<file path="src/rtl/vc_link_pkg.sv">
package vc_link_pkg;

   function automatic int unsigned ptr_bits(input int unsigned depth);
      return (depth > 1) ? $clog2(depth) : 1;
   endfunction

   function automatic bit is_pow2(input int unsigned depth);
      return (depth > 1) && ((depth & (depth - 1)) == 0);
   endfunction

endpackage

</file>
<file path="src/rtl/vc_link_valid_gate.sv">
module vc_link_valid_gate #(
   parameter int unsigned NUM_VC = 3
) (
   input  logic [NUM_VC-1:0] valid,
   input  logic [NUM_VC-1:0] ready,
   output logic [NUM_VC-1:0] wr_en,
   output logic              multi
);
   logic [NUM_VC-1:0] low_cleared;

   always_comb begin
      low_cleared = valid & (valid - NUM_VC'(1));
      multi       = |low_cleared;
   end

   generate
      for (genvar g = 0; g < NUM_VC; g++) begin : g_gate
         assign wr_en[g] = valid[g] & ready[g] & ~multi;
      end
   endgenerate
endmodule

</file>
<file path="src/rtl/vc_link_slot_ctr.sv">
module vc_link_slot_ctr #(
   parameter int unsigned DEPTH = 4
) (
   input  logic clk,
   input  logic rst_n,
   input  logic wr_en,
   input  logic pop_req,
   output logic pop_ok,
   output logic ready,
   output logic avail
);
   localparam int unsigned CNT_W = $clog2(DEPTH + 1);
   localparam logic [CNT_W-1:0] FULL_FREE = CNT_W'(DEPTH);

   logic [CNT_W-1:0] free_q;
   logic [CNT_W-1:0] free_d;

   assign ready  = (free_q != '0);
   assign avail  = (free_q != FULL_FREE);
   assign pop_ok = pop_req & avail;

   always_comb begin
      free_d = free_q;
      unique case ({wr_en, pop_ok})
         2'b10:   free_d = free_q - CNT_W'(1);
         2'b01:   free_d = free_q + CNT_W'(1);
         default: free_d = free_q;
      endcase
   end

   always_ff @(posedge clk) begin
      if (!rst_n) free_q <= FULL_FREE;
      else        free_q <= free_d;
   end
endmodule

</file>
<file path="src/rtl/vc_link_fifo.sv">
module vc_link_fifo
   import vc_link_pkg::*;
#(
   parameter int unsigned FLIT_W = 32,
   parameter int unsigned DEPTH  = 4
) (
   input  logic              clk,
   input  logic              rst_n,
   input  logic              wr_en,
   input  logic [FLIT_W-1:0] wr_data,
   input  logic              rd_en,
   output logic [FLIT_W-1:0] rd_data
);
   localparam int unsigned PTR_W = ptr_bits(DEPTH);
   localparam logic [PTR_W-1:0] LAST = PTR_W'(DEPTH - 1);

   logic [FLIT_W-1:0] mem [DEPTH];
   logic [PTR_W-1:0]  wr_ptr;
   logic [PTR_W-1:0]  rd_ptr;
   logic [PTR_W-1:0]  wr_ptr_nx;
   logic [PTR_W-1:0]  rd_ptr_nx;

   generate
      if (is_pow2(DEPTH)) begin : g_wrap_free
         assign wr_ptr_nx = wr_ptr + PTR_W'(1);
         assign rd_ptr_nx = rd_ptr + PTR_W'(1);
      end else begin : g_wrap_cmp
         assign wr_ptr_nx = (wr_ptr == LAST) ? '0 : wr_ptr + PTR_W'(1);
         assign rd_ptr_nx = (rd_ptr == LAST) ? '0 : rd_ptr + PTR_W'(1);
      end
   endgenerate

   always_ff @(posedge clk) begin
      if (!rst_n) begin
         wr_ptr <= '0;
         rd_ptr <= '0;
      end else begin
         if (wr_en) wr_ptr <= wr_ptr_nx;
         if (rd_en) rd_ptr <= rd_ptr_nx;
      end
   end

   always_ff @(posedge clk) begin
      if (wr_en) mem[wr_ptr] <= wr_data;
   end

   assign rd_data = mem[rd_ptr];
endmodule

</file>
<file path="src/rtl/vc_link_rx.sv">
module vc_link_rx #(
   parameter int unsigned NUM_VC = 3,
   parameter int unsigned FLIT_W = 32,
   parameter int unsigned DEPTH  = 4
) (
   input  logic                     clk,
   input  logic                     rst_n,
   input  logic [FLIT_W-1:0]        in_flit,
   input  logic [NUM_VC-1:0]        in_valid,
   output logic [NUM_VC-1:0]        in_ready,
   output logic [NUM_VC*FLIT_W-1:0] out_flit,
   output logic [NUM_VC-1:0]        out_avail,
   input  logic [NUM_VC-1:0]        out_pop,
   output logic                     proto_err
);
   generate
      if (NUM_VC < 1) begin : g_bad_vc
         $error("vc_link_rx: NUM_VC must be at least 1");
      end
      if (FLIT_W < 1) begin : g_bad_w
         $error("vc_link_rx: FLIT_W must be at least 1");
      end
      if (DEPTH < 1) begin : g_bad_d
         $error("vc_link_rx: DEPTH must be at least 1");
      end
   endgenerate

   logic [NUM_VC-1:0] wr_en;
   logic [NUM_VC-1:0] pop_ok;

   vc_link_valid_gate #(.NUM_VC(NUM_VC)) u_gate (
      .valid (in_valid),
      .ready (in_ready),
      .wr_en (wr_en),
      .multi (proto_err)
   );

   generate
      for (genvar v = 0; v < NUM_VC; v++) begin : g_lane
         vc_link_slot_ctr #(.DEPTH(DEPTH)) u_ctr (
            .clk     (clk),
            .rst_n   (rst_n),
            .wr_en   (wr_en[v]),
            .pop_req (out_pop[v]),
            .pop_ok  (pop_ok[v]),
            .ready   (in_ready[v]),
            .avail   (out_avail[v])
         );

         vc_link_fifo #(.FLIT_W(FLIT_W), .DEPTH(DEPTH)) u_buf (
            .clk     (clk),
            .rst_n   (rst_n),
            .wr_en   (wr_en[v]),
            .wr_data (in_flit),
            .rd_en   (pop_ok[v]),
            .rd_data (out_flit[v*FLIT_W +: FLIT_W])
         );
      end
   endgenerate
endmodule

</file>
<file path="config.mk">
export PLATFORM = sky130hd
export DESIGN_NAME = vc_link_rx
export DESIGN_NICKNAME = d
export VERILOG_FILES = /design/src/rtl/vc_link_pkg.sv /design/src/rtl/vc_link_valid_gate.sv /design/src/rtl/vc_link_slot_ctr.sv /design/src/rtl/vc_link_fifo.sv /design/src/rtl/vc_link_rx.sv
export SDC_FILE = /design/constraint.sdc
export NUM_CORES = 1
export LEC_CHECK = 0
export BUFFER_PORTS_ARGS = -buffer_cell sky130_fd_sc_hd__buf_4
export CAP_MARGIN = 20
export CORE_MARGIN = 3
export CORE_UTILIZATION = 44
export CTS_CLUSTER_SIZE = 8
export DETAILED_ROUTE_END_ITERATION = 7
export PLACE_DENSITY = 0.64
export SYNTH_ARGS = -nofsm -noshare
export SYNTH_HDL_FRONTEND = slang
export SYNTH_SLANG_ARGS = --single-unit
</file>
<file path="constraint.sdc">
create_clock -name clk -period 3.45 [get_ports clk]
set_clock_uncertainty 0.15 [all_clocks]
set_input_delay 0.1725 -clock clk [delete_from_list [all_inputs] [get_ports clk]]
set_output_delay 0.1725 -clock clk [all_outputs]
set_load 0.02 [all_outputs]
</file>
Yosys cells after proc, flatten, opt, wreduce, memory -nomap -nowiden
Memories as Yosys holds them, arrays and structs flattened. A register that Yosys moved wholly into a read port is not among the register bits.
Index checks and enable logic that the tools add are counted.

word-level totals
  bits in registers = 21
  memory bits (writable) = 384
  output and inout bits = 103
  memories = 3

operators by class
  $add $sub $neg = 13
  eq/ne operators = 9
  multiplexer cells = 15
  bitwise gates (word level) = 11
  reductions and logical operators = 7

memory list
  memory               words  bits a word  rd ports  clocked after Yosys merged registers in  wr ports  RTL line            RTL
  g_lane[0].u_buf.mem  4      32           1         1                                        1         vc_link_fifo.sv:17  logic [FLIT_W-1:0] mem [DEPTH];
  g_lane[1].u_buf.mem  4      32           1         1                                        1         vc_link_fifo.sv:17
  g_lane[2].u_buf.mem  4      32           1         1                                        1         vc_link_fifo.sv:17

operators by type and width
  kind                                                                 number
  3-bit case mux with 2 select lines                                   3
  2-bit by 1-bit adder with 2-bit output (second input constant)       6
  2-bit 2-to-1 mux                                                     6
  3-bit by 1-bit subtractor with 3-bit output (second input constant)  4
  3-bit by 1-bit adder with 3-bit output (second input constant)       3
  1-bit bitwise AND                                                    9
  3-bit inequality test (second input constant)                        3
  3-bit nonzero test                                                   3
  2-bit by 1-bit == test with 1-bit output (second input constant)     3
  2-bit == test (second input constant)                                3
  1-bit 2-to-1 mux                                                     6
  2-bit nonzero test                                                   3
  3-bit bitwise AND                                                    1
  3-bit OR reduction                                                   1
  1-bit inverter                                                       1

Logic depth before layout (Yosys ltp)
  depth after elaboration = 7
  gate-level depth with buffers = 10

Hierarchy
A second synthesis with hierarchy kept.

second synthesis, totals
  cell total of the unflattened synthesis = 643
  area, all modules = 15367.2 µm²

modules (own cells, without submodules)
  module              times used  cells an instance  area an instance (µm²)
  vc_link_fifo        3           194                4929.7
  vc_link_slot_ctr    3           19                 176.4
  vc_link_valid_gate  1           4                  48.8

Worst setup path before layout
OpenSTA, ideal clock, no wires.

  kind = register -> register
  from = reg g_lane[2].u_ctr.free_q[0]
  to = reg g_lane[2].u_ctr.free_q[2]
  library setup time = 0.062 ns
  data arrival time = 2.219 ns
  required time = 3.238 ns
  slack = 1.019 ns
  stages on the path, launching flop included = 11
  buffers on the path = 1
  period minus slack after synthesis = 2.431 ns
  cells stage by stage = dfxtp_1 or3_4 and3_4 buf_6 inv_1 ha_1 inv_1 fa_1 xor2_1 or3_1 nand3_1

on the way
  cells in the longest elaborated chain, start to end = 5
  elaborated cells on any way between the ends = 11

ends and longest elaborated chain
  element                                                                    RTL line                  RTL
  start, declared                                                            vc_link_slot_ctr.sv:15    logic [CNT_W-1:0] free_q;
  start signal, assigned                                                     vc_link_slot_ctr.sv:33    else free_q <= free_d;
  3-bit nonzero test (*)                                                     vc_link_slot_ctr.sv:18    assign ready = (free_q != '0);
  net g_lane[2].u_ctr.ready                                                  vc_link_slot_ctr.sv:9     output logic ready,
  1-bit bitwise AND (*) (2 in a row)                                         vc_link_valid_gate.sv:18  assign wr_en[g] = valid[g] & ready[g] & ~multi;
  2-bit by 1-bit == test with 1-bit output or 2-bit == test (tied branches)  vc_link_slot_ctr.sv:24    unique case ({wr_en, pop_ok})
  3-bit case mux with 2 select lines or 2-bit nonzero test (tied branches)   -

The timed path passes the listed nets; every way through them passes the cells marked *.
A chain may end at the register's enable or synchronous reset.

==> run metrics <==
status finished clean; Synth Area in Compound Gates 0.3741%; Clock Path Buffers 3; CTS tree yes; synth warn 0; Netlist cell types 28; Max Cap Viol 0; Synth area leader edfxtp_1; CORE AREA 34,040 sq um; RePlAce Congestion 0.6886; final WL 30.72 mm; Synth top area share 74.95%; Critical Path AT 2.37 ns; global-route wire length before repair 47.20 mm; final worst-path setup slack 0.7551 ns; Clk pin slew, worst setup/hold paths 0.05 ns; dpl hpwl 17.62 mm; minimum clock period 2.695 ns; number of synthesized register bits 411; routed length per instance 22.71 um; share of layout cells above drive strength 1 37.46%; residual DRC count 0; post-route cell area 18,870 sq um; Cells after Synth 668; Commonest cells post-synth edfxtp_1, mux4_2, dfxtp_1; Max Clk Rate 0.3711 GHz; Synth Area in Adders 1.610%; most common cell in the netlist edfxtp_1; Int Power 9.856 mW; Critical Path Fanout Max 17; fin. max-slew vios 0; synthesized net count 726; sequential share of power 43.9%; cell count after placement 1,241; Hold Path Stages 2; clock latency on the worst-skew pair 0.55 ns; worst slack at placement 1.003 ns; global routing's busiest layer met2; # resized after CTS 0; Final Hold Viols 0; total CTS buffers 57; largest family of logic cells by synthesized area multiplexers; met1 Use GR 24.40%; Die Y 193.0 um; r2r setup slk 1.02 ns; Die ar. 37,250 sq um; mapped cell area 15,390 sq um; Fill cells 2,626; Switching Share 25.76%; Ports 143; initial core utilization 45.21%; Antenna Cells 0; PortBufs 142; # setup viols final 0; Syn Area/Cell 23.03 sq um; Synth Area in XOR/XNOR 0.3415%; pwr/cell area 703.4 nW/um^2; relative slew slack 32.41%; worst slew pin tran 1.014 ns; gr ovfl total 0; Peak VDD IR 0.0004329 V; H-tree depth 2; M2 GR Usage 27.57%; post-CTS setup buffers 0; synth top area cells edfxtp_1, mux4_2, dfxtp_1, ha_1, mux2i_1; routed vias 7,153; largest net degree at the start of global routing 33; global-route usage over all layers 17.04%; leakage 6.285 nW; Tcrit/Tclk final 78.11%; GR Util met3 3.272%; via count of the first global-routing pass 7,691; CP Launch Type flip-flop; RSZ-0062 raised after global routing false; root buffer cell clkbuf_16; ys async rst share 0%; Layout area overhead 22.67%; placed cell area 16,960 sq um; 1st-pass router iterations 4; Power, Total 13.28 mW; R2R depth 9; clock power share 36.1%; Horiz. Die Dim 193.0 um; via/cell ratio 5.287; post-synthesis mux area share 15.03%; post-detailed-route count of antenna-violating nets 0; net switching power figure 3.421 mW; Post-Layout Cell Count 1,353; initial drt markers 601; Post-Synth Simple-Gate Area 2.472%; Synth Flop Type edfxtp_1; Sinks on Clock Net 411; Final #Nets 951; Worst EP required 3.13 ns; Hold Path Class input port to flip-flop; Worst Setup End Kind output port; number of core rows 67; logic gate share of total power 20.0%; sequential fraction of the synthesis area 78.46%; Post-synth EDFFs 384; initial antenna violation count 0; crit path kind flip-flop to output port; total negative slack 0 ns
==> metal layers <==
metal / routed length [um] / share of wire, %
met4: 503 / 1.6
met1: 13340 / 43
met2: 15270 / 50
met5: 0 / 0
met3: 1614 / 5.3
==> flip-flops by register name, summed over array words and instances (netlist names), named ones only <==
name,cells
g_lane.u_buf.rd_ptr,6
g_lane.u_buf.wr_ptr,6
g_lane.u_ctr.free_q,9
g_lane.u_buf.mem,384
==> path summary, 6_finish.rpt <==
check,startpoint,endpoint
max reg2reg,g_lane[2].u_ctr.free_q[0]$_SDFFE_PN0P_,g_lane[2].u_ctr.free_q[2]$_SDFFE_PN1P_
max,flip-flop,out_flit[2]
min reg2reg,g_lane[1].u_buf.wr_ptr[1]$_SDFFE_PN0P_,g_lane[1].u_buf.wr_ptr[1]$_SDFFE_PN0P_
min,in_flit[3],g_lane[2].u_buf.mem[2][3]$_DFFE_PP_
==> per-stage QoR <==
stage / util (%) / hold slack [ns]
after floorplan: - / 0.1214
after global placement: 49.82 / 0.2861
after detailed placement: 49.82 / 0.2994
after CTS: 55.46 / 0.2536
after global routing: 55.46 / 0.2752
final: 55.46 / 0.2821
==> kinds of logic after synthesis <==
kind of cell	count (synthesis)
xor+xnor	6
simple gates	64
flops	411
buf+inv	48
fa+ha+maj	18
compound gates	10
mux	111
==> what timing repair did <==
item | in CTS | in global routing
setup endpoints to repair | 0 | 0
hold endpoints to repair | 411 | 0
hold buffers | 41 | 0
==> power by group through the flow <==
stage	sequential (mW)	clock, mW	combinational (mW)
floorplan	5.78	0	1.85
finish	5.83	4.79	2.66
CTS	5.84	4.93	2.73
global placement	5.92	0	2.67
detailed placement	5.93	0	2.68
global route	5.85	5.15	2.87
==> critical path, stage by stage, from the launching register on <==
cell     delay (ns)
dfxtp_2        0.79
buf_12         0.28
mux4_2         0.56
buf_4          0.18
==> cell type report <==
type                       count  area, sq um  share of cell area, %
clock buffer                  67         1464                  7.756
clock inverter                 4        45.04                 0.2386
inverter                      15        56.30                 0.2983
multi-input combinational    209         3060                  16.21
sequential                   411        12080                  64.00
tap                          448        560.5                  2.970
timing repair buffer         199         1609                  8.525
==> layout by cell type (no fill, tap or decap), types with 4 or more instances in the layout <==
cell type	Yosys	layout
and2_2	4	12
buf_4	15	157
clkbuf_1	2	10
clkbuf_16	0	57
dfxtp_1	27	21
dfxtp_2	0	6
dlygate4sd3_1	0	41
edfxtp_1	384	384
ha_1	15	15
inv_1	15	15
mux2i_1	15	15
mux4_2	96	96
nand2_1	18	18
nor2_1	4	4
nor2b_1	6	6
o21ai_0	6	6
or3_1	6	6
Note: power is estimated with default switching activity, not from simulation.
